$ cat src/rtl/seg_range_check.sv
module seg_range_check #(
    parameter int unsigned OFF_W      = 32,
    parameter int unsigned LEN_W      = 3,
    parameter int unsigned SMALL_UB_W = 16
) (
    input  logic [OFF_W-1:0] offset,
    input  logic [LEN_W-1:0] len_m1,
    input  logic [OFF_W-1:0] eff_limit,
    input  logic             expand_down,
    input  logic             big_bound,
    output logic             violation
);
    localparam int unsigned EXT_W = OFF_W + 1;

    logic [EXT_W-1:0] last_d;
    logic [EXT_W-1:0] limit_ext_d;
    logic [EXT_W-1:0] ubound_d;
    logic             normal_bad_d;
    logic             below_bad_d;
    logic             above_bad_d;

    always_comb begin
        last_d       = {1'b0, offset} + EXT_W'(len_m1);
        limit_ext_d  = {1'b0, eff_limit};
        ubound_d     = big_bound ? {1'b0, {OFF_W{1'b1}}}
                                 : EXT_W'({SMALL_UB_W{1'b1}});
        normal_bad_d = last_d > limit_ext_d;
        below_bad_d  = offset < eff_limit;
        above_bad_d  = last_d > ubound_d;
        violation    = expand_down ? (below_bad_d || above_bad_d) : normal_bad_d;
    end
endmodule

$ cat config.mk
export PLATFORM = sky130hd
export DESIGN_NAME = seg_range_check
export DESIGN_NICKNAME = d
export VERILOG_FILES = /design/src/rtl/seg_range_check.sv
export SDC_FILE = /design/constraint.sdc
export NUM_CORES = 1
export LEC_CHECK = 0
export BUFFER_PORTS_ARGS = -buffer_cell sky130_fd_sc_hd__buf_2
export CAP_MARGIN = 25
export CORE_UTILIZATION = 30
export DETAILED_ROUTE_END_ITERATION = 16
export GPL_ROUTABILITY_DRIVEN = 1
export PLACE_DENSITY = 0.64
export SLEW_MARGIN = 0
export SYNTH_ARGS = -nofsm -noshare
export SYNTH_HDL_FRONTEND = slang
export SYNTH_SLANG_ARGS = --single-unit
$ cat constraint.sdc
create_clock -name vclk -period 5.14
set_input_delay 1.028 -clock vclk [all_inputs]
set_output_delay 1.028 -clock vclk [all_outputs]
set_load 0.01 [all_outputs]
==> out/metrics.cfg, run 1 <==
[place]
dp_hpwl_um=6810
port_buffers=70
dp.cells=558
place.gp.congestion=0.827

[global_route]
antenna_found_initial=0
grt_pass1_wl_um=12500
grt_pass1_vias=2939
grt_start_max_net_pins=17
grt_overflow=0
groute.usage.overall_pct=17.0

[floorplanning]
die_h_um=94.6
dieWidth_um=94.6
rows=33
ios=70
dieArea_mm2=0.00895
initial_core_util_pct=31.2
core-area_mm2=0.00826

[cells_and_area]
drive_gt1_share_pct=30.7
syn_to_final_growth_pct=36.3
fillers=874
nNetsFinal=613
clkbuf_count=0
multiInputGateArea_mm2=0.00252
final_core_util_pct=42.5
fin_cells=564
layout_commonest_cell=ha_1
seq_area_um2=0
n_antenna_cell=0
seq_cell_count=0
final_cell_mix=ha_1, buf_2, buf_4

[logic_synthesis]
yosys.area_share.xor_xnor_pct=9.87
synthAdderAreaFrac_pct=40.6
postSynthCellCount=343
synthMuxAreaShare_pct=0
synthSimpleGateAreaFrac_pct=25.3
netlist_area_mm2=0.00257
synth_top_family_by_area=adder cells
synthDistinctLibCells=44
ys_seq_area_share_pct=0
synth_top_area_share_pct=39.9
yosys_warnings=0
synth.avg_cell_area_um2=7.50
synth_compound_area_share_pct=18.3
synth_top_cell_by_area=ha_1
syn_nets=495
netlist_top_cells_area=ha_1, xnor2_1, inv_1

[status]
outcome=complete, but fails checks
violations=negative setup slack

[drt]
drtIter0Drc=77
finalWirelength_um=7600
wl_per_cell_um=13.5
drcViolationCount=0
vias_per_cell=5.20
vias=2934
drtAntennaViolNets=0
first_pass_iters=4

[worst_setup_path]
cp.required_ns=4.11
critical_path_buf_inv_count=4
end_kind=output port
max_stage_delay_ns=0.35
worstPathMaxFanout=4
critPathSlowestCell=fa_2
worst_setup_path_start_kind=primary input
crit_type=primary input to output port
cp_top_family=simple AND/OR/NAND/NOR gates
crit_chain=buf_6 -> ha_4 -> inv_2 -> fa_2 -> and2b_1 -> o211a_4 -> and4_4 -> buf_4 -> nand2_2 -> xnor2_2 -> ha_1 -> nand4_1 -> nor4_4 -> nand3_1 -> nor4b_2 -> nor4bb_2 -> nor2_1 -> buf_2
critPathArrivalTime_ns=4.30

[timing]
fin_hold_ws_ns=2.61
rsz0062_at_grt=yes
final-hold-violation-count=0
fmaxAchievable_mhz=188
setup_viol=1
relSlewSlack_pct=43.5
tightest_slew_ns=0.826
fin_crit_ns=5.33
finalCritPeriodShare_pct=104
worst_slack_ns=-0.189
slew_violations=0

[pwr]
swShare_pct=52.4
powerDensity_mw_per_mm2=76.6
p_int_mw=0.128
power.static_leakage_nw=1.87
combinationalPowerShare_pct=100.0
clkPwrFrac_pct=0
vdd_drop_max_v=0.0000438
seqPwrFrac_pct=0
power_switching_mw=0.141

[min_path]
worstHoldPathType=primary input to output port

[run]
maxCapViolCount=0

[what timing repair did]
action,4_1_cts,5_1_grt
hold buffers,0,0
cloned,0,0
setup endpoints to repair,1,1
resized for setup,20,2
pin swaps,24,0
setup buffers,6,0
[power by group through the flow]
stage / Combinational (mW) / Sequential, mW / Clock [mW]
final: 0.269 / 0 / 0
after global routing: 0.305 / 0 / 0
after CTS: 0.268 / 0 / 0
after detailed placement: 0.255 / 0 / 0
after global placement: 0.246 / 0 / 0
after floorplan: 0.146 / 0 / 0
[layout make-up]
cell class	instances	share of cell area, %
Multi-Input combinational cell	303	71.8
Inverter	40	4.28
Timing Repair Buffer	116	20.2
Tap cell	105	3.74
[final timing paths]
path	slack, ns	cells past startpoint	end	from
worst min-delay path	2.61	5	violation	expand_down
worst max-delay path	-0.19	18	violation	len_m1[0]
[cell families after synthesis]
family / count (synthesis)
compound gates: 74
simple gates: 117
fa+ha+maj: 83
buf+inv: 40
xor+xnor: 29
[tightest hold or removal path, cell delays in order]
cell and delay (ns):
buf_2 0.11, nand2_1 0.09, nor4bb_2 0.05, nor2_1 0.14, buf_2 0.16
[per-layer routing]
| layer | part of all wire, % | vias up | GRT usage (%) |
|---|---|---|---|
| met5 | 0 | - | 0 |
| li1 | - | 1523 | - |
| met1 | 47 | 1342 | 21.6 |
| met3 | 3.8 | 4 | 0.725 |
| met4 | 0.63 | 0 | 1.01 |
| met2 | 49 | 65 | 32.9 |
[metrics by stage]
| stage | total power [mW] | instance area, um2 | setup TNS (ns) | setup slack, ns |
|---|---|---|---|---|
| global placement | 0.246 | 3360 | -0.426 | -0.426 |
| floorplan | 0.146 | 2570 | 0 | 0.0711 |
| detailed placement | 0.255 | 3360 | -0.512 | -0.512 |
| finish | 0.269 | 3510 | -0.189 | -0.189 |
| global route | 0.305 | 3510 | -0.431 | -0.431 |
| CTS | 0.268 | 3500 | -0.139 | -0.139 |
[synth_stat cells, types with 2 or more instances]
library cell,count
xnor2_1,19
nor3_1,2
nand3_1,25
a31oi_1,2
a21o_1,4
o21ai_0,16
o211ai_1,5
and3_1,11
nor2b_1,3
a21boi_0,2
and4_1,7
xor2_1,10
nand2_1,23
ha_1,82
nand4_1,18
o21a_1,2
nor2_1,14
nor4_1,4
a211oi_1,2
and2_1,2
inv_1,40
a21oi_1,28
No activity file was read; power rests on OpenSTA's default activity.
==> run 2: changes to the inputs <==
Settings changed: ABC_AREA set to 1, PLACE_DENSITY 0.64 to 0.63.
==> run 2 against run 1 <==
Effect of this change: the flow now finishes without violations; first-iteration DRC count is 47% higher; clock-buffer cell count unchanged; synthesized cell count up 44%; sequential share of layout area unchanged; combinational power up 4%; worst setup slack better by 0.27 ns; area after synthesis up 17%; flip-flop and latch count is the same; critical endpoint unchanged.
==> out/metrics.cfg, run 2 <==
[global_route]
grt_overflow=0
antenna_found_initial=0
grt_start_max_net_pins=17
grt_pass1_vias=3215
groute.usage.overall_pct=16.7
grt_pass1_wl_um=14200

[drt]
drtAntennaViolNets=0
drcViolationCount=0
first_pass_iters=4
wl_met3_um=231
wl_met1_um=4360
vias=3368
wl_per_cell_um=12.5
dr.max_layer_used=met4
vias_per_cell=4.74
drtIter0Drc=113
wl_met2_um=4220
finalWirelength_um=8870

[worst_setup_path]
end_kind=output port
cp.required_ns=4.11
critPathArrivalTime_ns=4.03
crit_end=violation
worst_setup_path_start_kind=primary input
startpoint=offset[2]
crit_type=primary input to output port
worstPathMaxFanout=4

[floorplanning]
die_h_um=102
dieWidth_um=102
rows=36
dieArea_mm2=0.0105
core-area_mm2=0.00977
initial_core_util_pct=30.9
ios=70

[cells_and_area]
syn_to_final_growth_pct=26.7
layout_commonest_cell=nand2_1
drive_gt1_share_pct=22.0
final_core_util_pct=39.2
seq_area_um2=0
nNetsFinal=732
clkbuf_count=0
seq_cell_count=0
final_cell_mix=nand2_1, inv_1, ha_1
n_antenna_cell=0

[logic_synthesis]
netlist_top_cells_area=ha_1, nand2_1, inv_1
postSynthCellCount=493
synth_top_cell_by_area=ha_1
synth_top_area_share_pct=33.9
synthTopCellsByCount=nand2_1, inv_1, ha_1
yosysMostFrequentCell=nand2_1
synthDistinctLibCells=30
yosys_warnings=0
synth.avg_cell_area_um2=6.13
netlist_area_mm2=0.00302
syn_nets=645
ys_seq_area_share_pct=0

[status]
outcome=completed

[place]
dp_hpwl_um=7920
port_buffers=70
place.gp.congestion=0.884

[timing]
setup_viol=0
slew_violations=0
tightest_slew_ns=0.713
fin_crit_ns=5.06
fmaxAchievable_mhz=198
finalCritPeriodShare_pct=98.4
fin_setup_tns_ns=0
rsz0062_at_grt=yes
relSlewSlack_pct=52.4
final-hold-violation-count=0

[pwr]
vdd_drop_max_v=0.0000231
power.static_leakage_nw=2.14
powerDensity_mw_per_mm2=72.8

[run]
maxCapViolCount=0

[min_path]
worstHoldPathType=primary input to output port

[clock_network]
ctsHoldBuffers=0

## run 2: cell types whose count changed after synthesis, sizes merged, moves of 7 or more
cell,previous run,this run
nand2,23,120
inv,40,98
nor2,14,52
and3,12,0
xnor2,19,8
a21oi,28,37
and4,7,0
nand4,19,12
## run 2: worst min path at each step
stage          cells past startpoint  slack, ns        end   startpoint
4_1_cts                            4       2.37  violation  expand_down
5_1_grt                            4       2.39  violation  expand_down
3_3_place_gp                       4       2.40  violation  expand_down
6_report                           4       2.37  violation  expand_down
3_5_place_dp                       4       2.37  violation  expand_down
2_1_floorplan                      2       2.17  violation  expand_down
## run 2: through the flow
stage	hold slack, ns	power [mW]	cell area (um2)	setup WS, ns	std cells
after floorplan	2.17	0.163	3020	0.386	493
after global placement	2.40	0.248	3570	-0.0115	700
after detailed placement	2.37	0.256	3570	-0.0801	700
after CTS	2.37	0.264	3660	0.00246	702
after global routing	2.39	0.319	3830	-0.167	711
final	2.37	0.279	3830	0.0844	711
## run 2: critical path: stages
cell     delay (ns)
buf_8          0.10
ha_4           0.29
nand3_4        0.08
nand3_4        0.13
nand2_4        0.08
nor2_4         0.13
nand3_4        0.11
nor4_4         0.26
nand4_1        0.20
xor2_2         0.22
ha_1           0.29
inv_2          0.05
nor2_4         0.11
nand2_1        0.07
nor2_2         0.10
nand2_1        0.06
nor2_1         0.10
nand3_1        0.08
nor2_1         0.09
nand4_1        0.08
nand2_1        0.08
nand2_1        0.05
nand2_1        0.06
nand2_1        0.06
buf_6          0.12
## run 2: metal layers
metal | vias to the layer above | global-route usage (%)
li1 | 1790 | -
met1 | 1520 | 22.5
met2 | 52 | 30.8
met3 | 6 | 0.205
met4 | 0 | 1.10
met5 | - | 0
## run 2: cell type report
type,count,area [um2]
Tap cell,133,166
Fill cell,1056,5940
Multi-Input combinational cell,395,2780
Inverter,98,368
Timing Repair Buffer,85,514
## run 2: logic make-up (layout without fill, tap and decap cells)
family	count (synthesis)	count (layout)	synth area share, %
buf+inv	98	183	12.2
xor+xnor	18	18	5.22
fa+ha+maj	83	83	34.6
compound gates	60	60	10.8
simple gates	234	234	37.3
## run 2: repair_timing
| item | CTS | global route |
|---|---|---|
| pin swaps | 14 | 26 |
| setup buffers | 2 | 9 |
| resized for setup | 15 | 20 |
| gates cloned | 0 | 0 |
| setup endpoints to repair | 1 | 1 |
## run 2: power by group
part	switching [mW]	internal [mW]	leakage, nW	total, mW
combinational	0.163	0.116	2.14	0.279
sequential	0	0	0	0
clock	0	0	0	0
==> run 3: changes to the inputs <==
Settings changed: CAP_MARGIN 25 to 0, CELL_PAD_IN_SITES_DETAIL_PLACEMENT set to 1, CELL_PAD_IN_SITES_GLOBAL_PLACEMENT set to 2, CORE_UTILIZATION 30 to 27, PLACE_DENSITY 0.63 to 0.93.
==> run 3 against run 2 <==
Effect of this change: core utilization decreased by 2.0 points; via count increased by 6.7%; sequential share of layout area unchanged; first-iteration DRC count decreased by 15%; die area increased by 11%; largest cell class unchanged; worst setup slack got worse by 0.033 ns; highest routed layer unchanged; clock-buffer cell count unchanged; non-clock buffer count increased by 17; final cell count increased by 3.4%.
==> out/metrics.cfg, run 3 (synthesized netlist as in run 2, its figures left out) <==
[worst_setup_path]
critPathArrivalTime_ns=4.06
cp_top_family=simple AND/OR/NAND/NOR gates
crit_type=primary input to output port
end_kind=output port
max_stage_delay_ns=0.31
cp.required_ns=4.11
critPathSlowestCell=ha_4
cp_common_cell=nand2_1
worst_setup_path_start_kind=primary input
critical_path_buf_inv_count=3
worstPathMaxFanout=5

[timing]
final-hold-violation-count=0
worst_slack_ns=0.0518
slew_violations=0
fmaxAchievable_mhz=197
relSlewSlack_pct=53.0
setup_viol=0
rsz0062_at_grt=yes
fin_hold_ws_ns=2.39
finalCritPeriodShare_pct=99.0
fin_crit_ns=5.09
tightest_slew_ns=0.704

[cells_and_area]
final_core_util_pct=37.2
syn_to_final_growth_pct=33.8
seq_cell_count=0
multiInputGateArea_mm2=0.00287
seq_area_um2=0
fin_cells=735
layout_commonest_cell=nand2_1
fillers=1434
final_cell_mix=nand2_1, inv_1, ha_1
n_antenna_cell=0
nNetsFinal=749
drive_gt1_share_pct=26.7
clkbuf_count=0

[drt]
drcViolationCount=0
first_pass_iters=4
wl_per_cell_um=14.5
vias_per_cell=4.89
vias=3594
finalWirelength_um=10700
drtIter0Drc=96
drtAntennaViolNets=0

[global_route]
groute.usage.overall_pct=18.1
grt_overflow=0
grt_pass1_wl_um=17000
grt_pass1_vias=3815
grt_start_max_net_pins=17
antenna_found_initial=0

[pwr]
power_mw=0.306
power.static_leakage_nw=2.26
vdd_drop_max_v=0.0000252
powerDensity_mw_per_mm2=75.7

[floorplanning]
die_h_um=108
rows=38
initial_core_util_pct=27.8
dieWidth_um=108
dieArea_mm2=0.0116
ios=70
core-area_mm2=0.0109

[place]
place.gp.congestion=0.855
dp_hpwl_um=9410
pre_cts_ws_ns=-0.170
dp.cells=708
port_buffers=70

[status]
outcome=completed

[min_path]
worstHoldPathType=primary input to output port
hold_depth=4
min_from=expand_down
hold_end=violation

[run]
maxCapViolCount=0

run 3: cell count changes in the layout (fill, tap and decap cells not counted), sizes merged:
cell	before	now
buf	85	102
run 3: final cells by class:
cell class | count | area share [%]
multi-input combinational | 395 | 71.0
timing repair buffer | 102 | 15.6
inverter | 98 | 9.09
tap | 140 | 4.33
run 3: worst max-delay path by stage:
stage | cells past startpoint | from | end | slack [ns]
global placement | 21 | offset[0] | violation | 0.02
finish | 25 | offset[2] | violation | 0.05
detailed placement | 28 | offset[0] | violation | -0.17
CTS | 28 | len_m1[0] | violation | 0.003
floorplan | 26 | offset[0] | violation | 0.39
global route | 24 | offset[2] | violation | -0.11
run 3: worst min-delay path: stages:
cell     delay [ns]
buf_2          0.10
nand2_1        0.05
nand2_1        0.06
buf_2          0.13
run 3: layer usage:
metal	track usage (%)	wire length [um]	part of all wire [%]	up-vias
met5	0	0	0	-
met4	1.08	72	0.67	0
met3	0.242	197	1.8	6
met2	35.0	5440	51	49
met1	23.2	4980	47	1712
li1	-	-	-	1827
run 3: timing repair:
item                       CTS  global route
hold buffers                 0             0
setup endpoints to repair    1             1
pin swaps                   13            29
gates resized for setup     15            40
buffers inserted            15            13
run 3: power by group:
group,internal [mW],total [mW],switching [mW]
registers,0,0,0
logic,0.127,0.306,0.180
clock network,0,0,0
run 3: stage by stage:
stage	cell area (um2)	TNS, ns
6_report	4050	0
3_5_place_dp	3590	-0.170
5_1_grt	4050	-0.105
2_1_floorplan	3020	0
4_1_cts	3770	0
3_3_place_gp	3590	0
